[src/rtl/fold_tape_pkg.sv]
package fold_tape_pkg;
  typedef enum logic [1:0] {
    MV_STAY  = 2'b00,
    MV_LEFT  = 2'b01,
    MV_RIGHT = 2'b10,
    MV_HOLD  = 2'b11
  } move_e;
endpackage

[src/rtl/fold_tape_nav.sv]
module fold_tape_nav
  import fold_tape_pkg::*;
#(
  parameter int CELLS = 16,
  localparam int IDX_W = $clog2(CELLS)
) (
  input  logic             bot_i,
  input  logic [IDX_W-1:0] idx_i,
  input  logic [1:0]       move_i,
  output logic             bot_o,
  output logic [IDX_W-1:0] idx_o,
  output logic             ovf_o
);
  localparam logic [IDX_W-1:0] LAST = IDX_W'(CELLS - 1);
  localparam logic [IDX_W-1:0] ONE  = IDX_W'(1);

  move_e mv;
  logic  phys_up, phys_dn;

  always_comb begin
    mv = move_e'(move_i);
    // lower track runs mirrored
    phys_up = (mv == MV_RIGHT && !bot_i) || (mv == MV_LEFT  && bot_i);
    phys_dn = (mv == MV_LEFT  && !bot_i) || (mv == MV_RIGHT && bot_i);
    bot_o = bot_i;
    idx_o = idx_i;
    ovf_o = 1'b0;
    if (phys_up) begin
      if (idx_i == LAST) ovf_o = 1'b1;
      else               idx_o = idx_i + ONE;
    end else if (phys_dn) begin
      if (!bot_i && idx_i == '0) begin
        // fold: step onto lower track
        if (LAST == '0) ovf_o = 1'b1;
        else begin
          idx_o = ONE;
          bot_o = 1'b1;
        end
      end else begin
        idx_o = idx_i - ONE;
        if (bot_i && idx_i == ONE) bot_o = 1'b0; // marker reached
      end
    end
  end
endmodule

[src/rtl/fold_tape_mem.sv]
module fold_tape_mem #(
  parameter int              SYM_W = 4,
  parameter int              CELLS = 16,
  parameter logic [SYM_W-1:0] BLANK = '0,
  parameter logic [SYM_W-1:0] MARK  = '1,
  localparam int IDX_W = $clog2(CELLS)
) (
  input  logic             clk_i,
  input  logic             rst_ni,
  input  logic             we_i,
  input  logic             trk_i,
  input  logic [IDX_W-1:0] idx_i,
  input  logic [SYM_W-1:0] wr_sym_i,
  output logic [SYM_W-1:0] rd_sym_o
);
  logic [SYM_W-1:0] trk_rd [2];

  for (genvar g = 0; g < 2; g++) begin : g_trk
    localparam bit IS_BOT = (g == 1);
    logic [SYM_W-1:0] cell_q [CELLS];
    logic             wr_hit;

    assign wr_hit = we_i && (trk_i == IS_BOT) && !(IS_BOT && idx_i == '0);

    always_ff @(posedge clk_i or negedge rst_ni) begin
      if (!rst_ni) begin
        for (int c = 0; c < CELLS; c++)
          cell_q[c] <= (IS_BOT && c == 0) ? MARK : BLANK;
      end else if (wr_hit) begin
        cell_q[idx_i] <= wr_sym_i;
      end
    end

    assign trk_rd[g] = cell_q[idx_i];
  end

  assign rd_sym_o = trk_rd[trk_i];
endmodule

[src/rtl/fold_tape_head.sv]
module fold_tape_head
  import fold_tape_pkg::*;
#(
  parameter int              SYM_W = 4,
  parameter int              CELLS = 16,
  parameter logic [SYM_W-1:0] BLANK = '0,
  parameter logic [SYM_W-1:0] MARK  = '1,
  localparam int IDX_W = $clog2(CELLS)
) (
  input  logic               clk_i,
  input  logic               rst_ni,
  input  logic               cmd_valid_i,
  input  logic [1:0]         cmd_move_i,
  input  logic               wr_en_i,
  input  logic [SYM_W-1:0]   wr_sym_i,
  output logic               rd_valid_o,
  output logic [SYM_W-1:0]   rd_sym_o,
  output logic signed [IDX_W:0] pos_o,
  output logic               bot_trk_o,
  output logic [IDX_W-1:0]   cell_o,
  output logic               ovf_o
);
  logic             bot_q, bot_d;
  logic [IDX_W-1:0] idx_q, idx_d;
  logic             ovf_d;
  logic             vld_q, ovf_q;

  fold_tape_nav #(.CELLS(CELLS)) u_nav (
    .bot_i  (bot_q),
    .idx_i  (idx_q),
    .move_i (cmd_move_i),
    .bot_o  (bot_d),
    .idx_o  (idx_d),
    .ovf_o  (ovf_d)
  );

  // write lands at the pre-move cell; read follows the registered head
  fold_tape_mem #(
    .SYM_W(SYM_W), .CELLS(CELLS), .BLANK(BLANK), .MARK(MARK)
  ) u_mem (
    .clk_i    (clk_i),
    .rst_ni   (rst_ni),
    .we_i     (cmd_valid_i && wr_en_i),
    .trk_i    (bot_q),
    .idx_i    (idx_q),
    .wr_sym_i (wr_sym_i),
    .rd_sym_o (rd_sym_o)
  );

  always_ff @(posedge clk_i or negedge rst_ni) begin
    if (!rst_ni) begin
      bot_q <= 1'b0;
      idx_q <= '0;
      vld_q <= 1'b0;
      ovf_q <= 1'b0;
    end else begin
      vld_q <= cmd_valid_i;
      ovf_q <= cmd_valid_i && ovf_d;
      if (cmd_valid_i) begin
        bot_q <= bot_d;
        idx_q <= idx_d;
      end
    end
  end

  logic signed [IDX_W:0] mag;
  assign mag        = $signed({1'b0, idx_q});
  assign pos_o      = bot_q ? -mag : mag;
  assign bot_trk_o  = bot_q;
  assign cell_o     = idx_q;
  assign rd_valid_o = vld_q;
  assign ovf_o      = ovf_q;
endmodule

[config.mk]
export PLATFORM = sky130hd
export DESIGN_NAME = fold_tape_head
export DESIGN_NICKNAME = d
export VERILOG_FILES = /design/src/rtl/fold_tape_pkg.sv /design/src/rtl/fold_tape_nav.sv /design/src/rtl/fold_tape_mem.sv /design/src/rtl/fold_tape_head.sv
export SDC_FILE = /design/constraint.sdc
export NUM_CORES = 1
export LEC_CHECK = 0
export BUFFER_PORTS_ARGS = -buffer_cell sky130_fd_sc_hd__buf_2
export CAP_MARGIN = 10
export CORE_UTILIZATION = 45
export DETAILED_ROUTE_END_ITERATION = 8
export PLACE_DENSITY_LB_ADDON = 0.05
export SLEW_MARGIN = 20
export SYNTH_ARGS = -nofsm -noshare
export SYNTH_HDL_FRONTEND = slang
export SYNTH_SLANG_ARGS = --single-unit
[constraint.sdc]
create_clock -name clk_i -period 2.8 [get_ports clk_i]
set_input_delay 0.14 -clock clk_i [delete_from_list [all_inputs] [get_ports clk_i]]
set_output_delay 0.14 -clock clk_i [all_outputs]
set_load 0.03 [all_outputs]
==> run_results.csv <==
group,metric,value,unit
outcome,status,"complete, no violations",
synth,ys.flop_type,"dfrtp_1",
sta,hold_violations,0,
cts,htree_levels,4,
floorplanning,die_x,122,um
worst_setup_path,slowest_delay,0.61,ns
synth,avgSynthCellArea,13.94,um^2
synth,synthCells,465,
drt,vias,3899,
sta,finalSetupViolCount,0,
pwr,total_power,8.087,mW
grt,first_global_vias,4115,
drt,postRouteAntennaNets,0,
synth,synth_seq_cells,135,
grt,grt_max_degree,50,
grt,grt_overflow,0,
grt,grt_pass1_wl,23.90,mm
worst_setup_path,cp_cell_sequence,"buf_4 > mux4_1 > a211oi_1 > a21oi_1 > buf_2",
place,place_worst_setup_slack,0.3491,ns
pwr,vdd_ir_drop_max,0.5278,mV
synth,yosysTopAreaCellShare,0.5059,
pwr,p_leak,3.406,nW
synth,synth_area,6480,um^2
pwr,power_density,1098,nW/um^2
worst_setup_path,cp.required,2.66,ns
worst_setup_path,critPathLaunchType,"flop",
sta,tns,0,ns
worst_setup_path,slowest_stage,"mux4_1",
sta,fin_hold_ws,0.1211,ns
synth,synth_cell_types,44,
sta,fin_ws,0.09720,ns
place,place.gp.congestion,0.8043,
place,io_buffers,25,
floorplanning,die_area,14880,um^2
synth,async_flop_share,1.000,
cts,cts_tree,"yes",
grt,antenna_found_initial,0,
floorplanning,rows,43,
cells_and_area,fillers,1208,
synth,synth-xor-area-share,0.004055,
cts,clk-insertion-delay-late,0.42,ns
sta,finalCritPeriodShare,0.9653,
cells_and_area,fin_nets,504,
worst_setup_path,arrival,2.56,ns
synth,netlist_top_cells_count,"dfrtp_1, mux2_2, nand2_1",
cts,cts_buffers,17,
synth,syn-num-nets,480,
synth,yosys_warnings,0,
worst_setup_path,timing.reg2reg.setup_slack,0.38,ns
cells_and_area,fin_util,0.5265,
cts,cts.sinks,135,
floorplanning,core_region_area,13990,um^2
cts,clkTransAtPathRegs,0.06,ns
sta,slew_viol_final,0,
cells_and_area,multi_input_area,2900,um^2
synth,synth_fa_ha_area_frac,0.009654,
sta,worst_pin_slew,0.8304,ns
worst_setup_path,worstSetupPathType,"flop to output pin",
synth,synthMuxAreaShare,0.3290,
sta,finClkSkew,0.01134,ns
min_path,hp-class,"input port to flop",
worst_setup_path,end_kind,"output pin",
cells_and_area,diodes,0,
synth,synth.area.top_cells,"dfrtp_1, mux2_2, mux4_2",
drt,wl_per_cell,21.79,um
synth,synth-simple-area-share,0.05484,
worst_setup_path,critPathMaxFanout,14,
drt,firstDrtPassIters,4,
cts,root_buffer,"clkbuf_16",
floorplanning,io_pins,26,
sta,fin_crit,2.703,ns
cells_and_area,final-seq-area,3388,um^2
synth,synth_area_leader_cell,"dfrtp_1",
cts,cts_max_path_buffers,2,
job,maxCapViolCount,0,
sta,max_freq,0.3700,GHz
drt,drt_wl_total,14.86,mm
grt,grtUsageTotal,0.2219,
synth,synth_edf_count,0,
drt,drt_iter0_drc,239,
sta,grt_setup_unrepaired,"no",
floorplanning,die_y,122,um
synth,synth_top_family_by_area,"multiplexers",
cells_and_area,drive_gt1_frac,0.4442,
synth,synth-compound-area-share,0.05001,
drt,vias_per_cell,5.717,
floorplanning,initial_core_util,0.4632,
cts,postCtsSetupBuffers,0,
synth,synthMostInstantiatedCell,"dfrtp_1",
place,dp_hpwl,9.977,mm
cells_and_area,areaGrowthSynthToFinish,13.65,%
sta,relSlewSlack,0.4464,
drt,drcViolationCount,0,
synth,ys_seq_area_frac,0.5221,
==> placed cells by master (no fill, tap or decap), types with 5 or more instances in the layout <==
cell,Yosys,layout
nor2_1,20,20
ha_1,5,5
a22oi_1,5,5
buf_2,9,24
clkinv_2,0,6
mux2i_1,18,18
a22o_1,6,6
nand2_1,23,23
buf_4,3,14
inv_1,6,6
a211oi_1,8,8
clkbuf_16,0,17
o221ai_1,5,5
a21oi_1,6,6
mux4_2,20,20
dfrtp_1,131,129
mux2_2,124,124
==> worst paths after layout <==
kind | start | endpoint | cells after the start
worst max-delay path | cell_o[1] | rd_sym_o[3] | 5
worst min-delay path | cmd_move_i[1] | bot_trk_o | 4
worst max register to register | cell_o[1] | cell_o[2] | 7
worst min register to register | u_mem.g_trk[1].cell_q[62] | u_mem.g_trk[1].cell_q[62] | 0
max in group asynchronous | rst_ni | u_mem.g_trk[0].cell_q[15] | 4
min in group asynchronous | rst_ni | u_mem.g_trk[1].cell_q[21] | 2
==> cells by family after synthesis <==
| logic type | count (synthesis) |
|---|---|
| adders and majority gates | 5 |
| AOI/OAI and AO/OA | 43 |
| and+or+nand+nor | 72 |
| xor gates and xnor gates | 3 |
| muxes | 166 |
| DFF | 135 |
| buffers and inverters | 41 |
==> per-stage QoR <==
stage	instance area [um^2]	cells
3_5_place_dp	6758	648
4_1_cts	7361	682
5_1_grt	7365	682
6_report	7365	682
2_1_floorplan	6480	465
3_3_place_gp	6758	648
==> where the power goes <==
group / switching [mW] / internal (mW) / leakage, nW
combinational: 1.44 / 1.36 / 1.33
clock: 0.833 / 1.35 / 0.284
sequential: 0.483 / 2.63 / 1.79
total: 2.76 / 5.33 / 3.41
==> registers in the layout, summed over array words and instances (netlist names) <==
register / count
rd_valid_o: 1
u_mem.g_trk.cell_q: 128
ovf_o: 1
cell_o: 4
bot_trk_o: 1
==> per-layer routing <==
metal / global-route usage / vias to the layer above / routed length [um]
li1: - / 1778 / -
met1: 0.3246 / 2039 / 7505
met2: 0.3160 / 71 / 6640
met3: 0.06227 / 11 / 541
met4: 0.07176 / 0 / 172
met5: 0 / - / 0
==> critical path: cells and delay by family (launching register included) <==
family / cells / cell delay (ns)
multiplexers: 1 / 0.61
buffers and inverters: 2 / 0.45
AO/OA/AOI/OAI: 2 / 0.52
flip-flops: 1 / 0.56
==> layout make-up <==
type | count | area share
sequential | 135 | 0.4601
multi-input combinational | 289 | 0.3938
clock buffer | 19 | 0.06150
timing repair buffer | 40 | 0.03330
tap | 180 | 0.03058
clock inverter | 13 | 0.01767
inverter | 6 | 0.003058
==> what timing repair did <==
item / 4_1_cts / 5_1_grt
setup endpoints to repair: 0 / 2
hold buffers: 2 / 0
hold endpoints to repair: 42 / 0
gates resized for setup: 0 / 2
No activity file was read; power rests on OpenSTA's default activity.
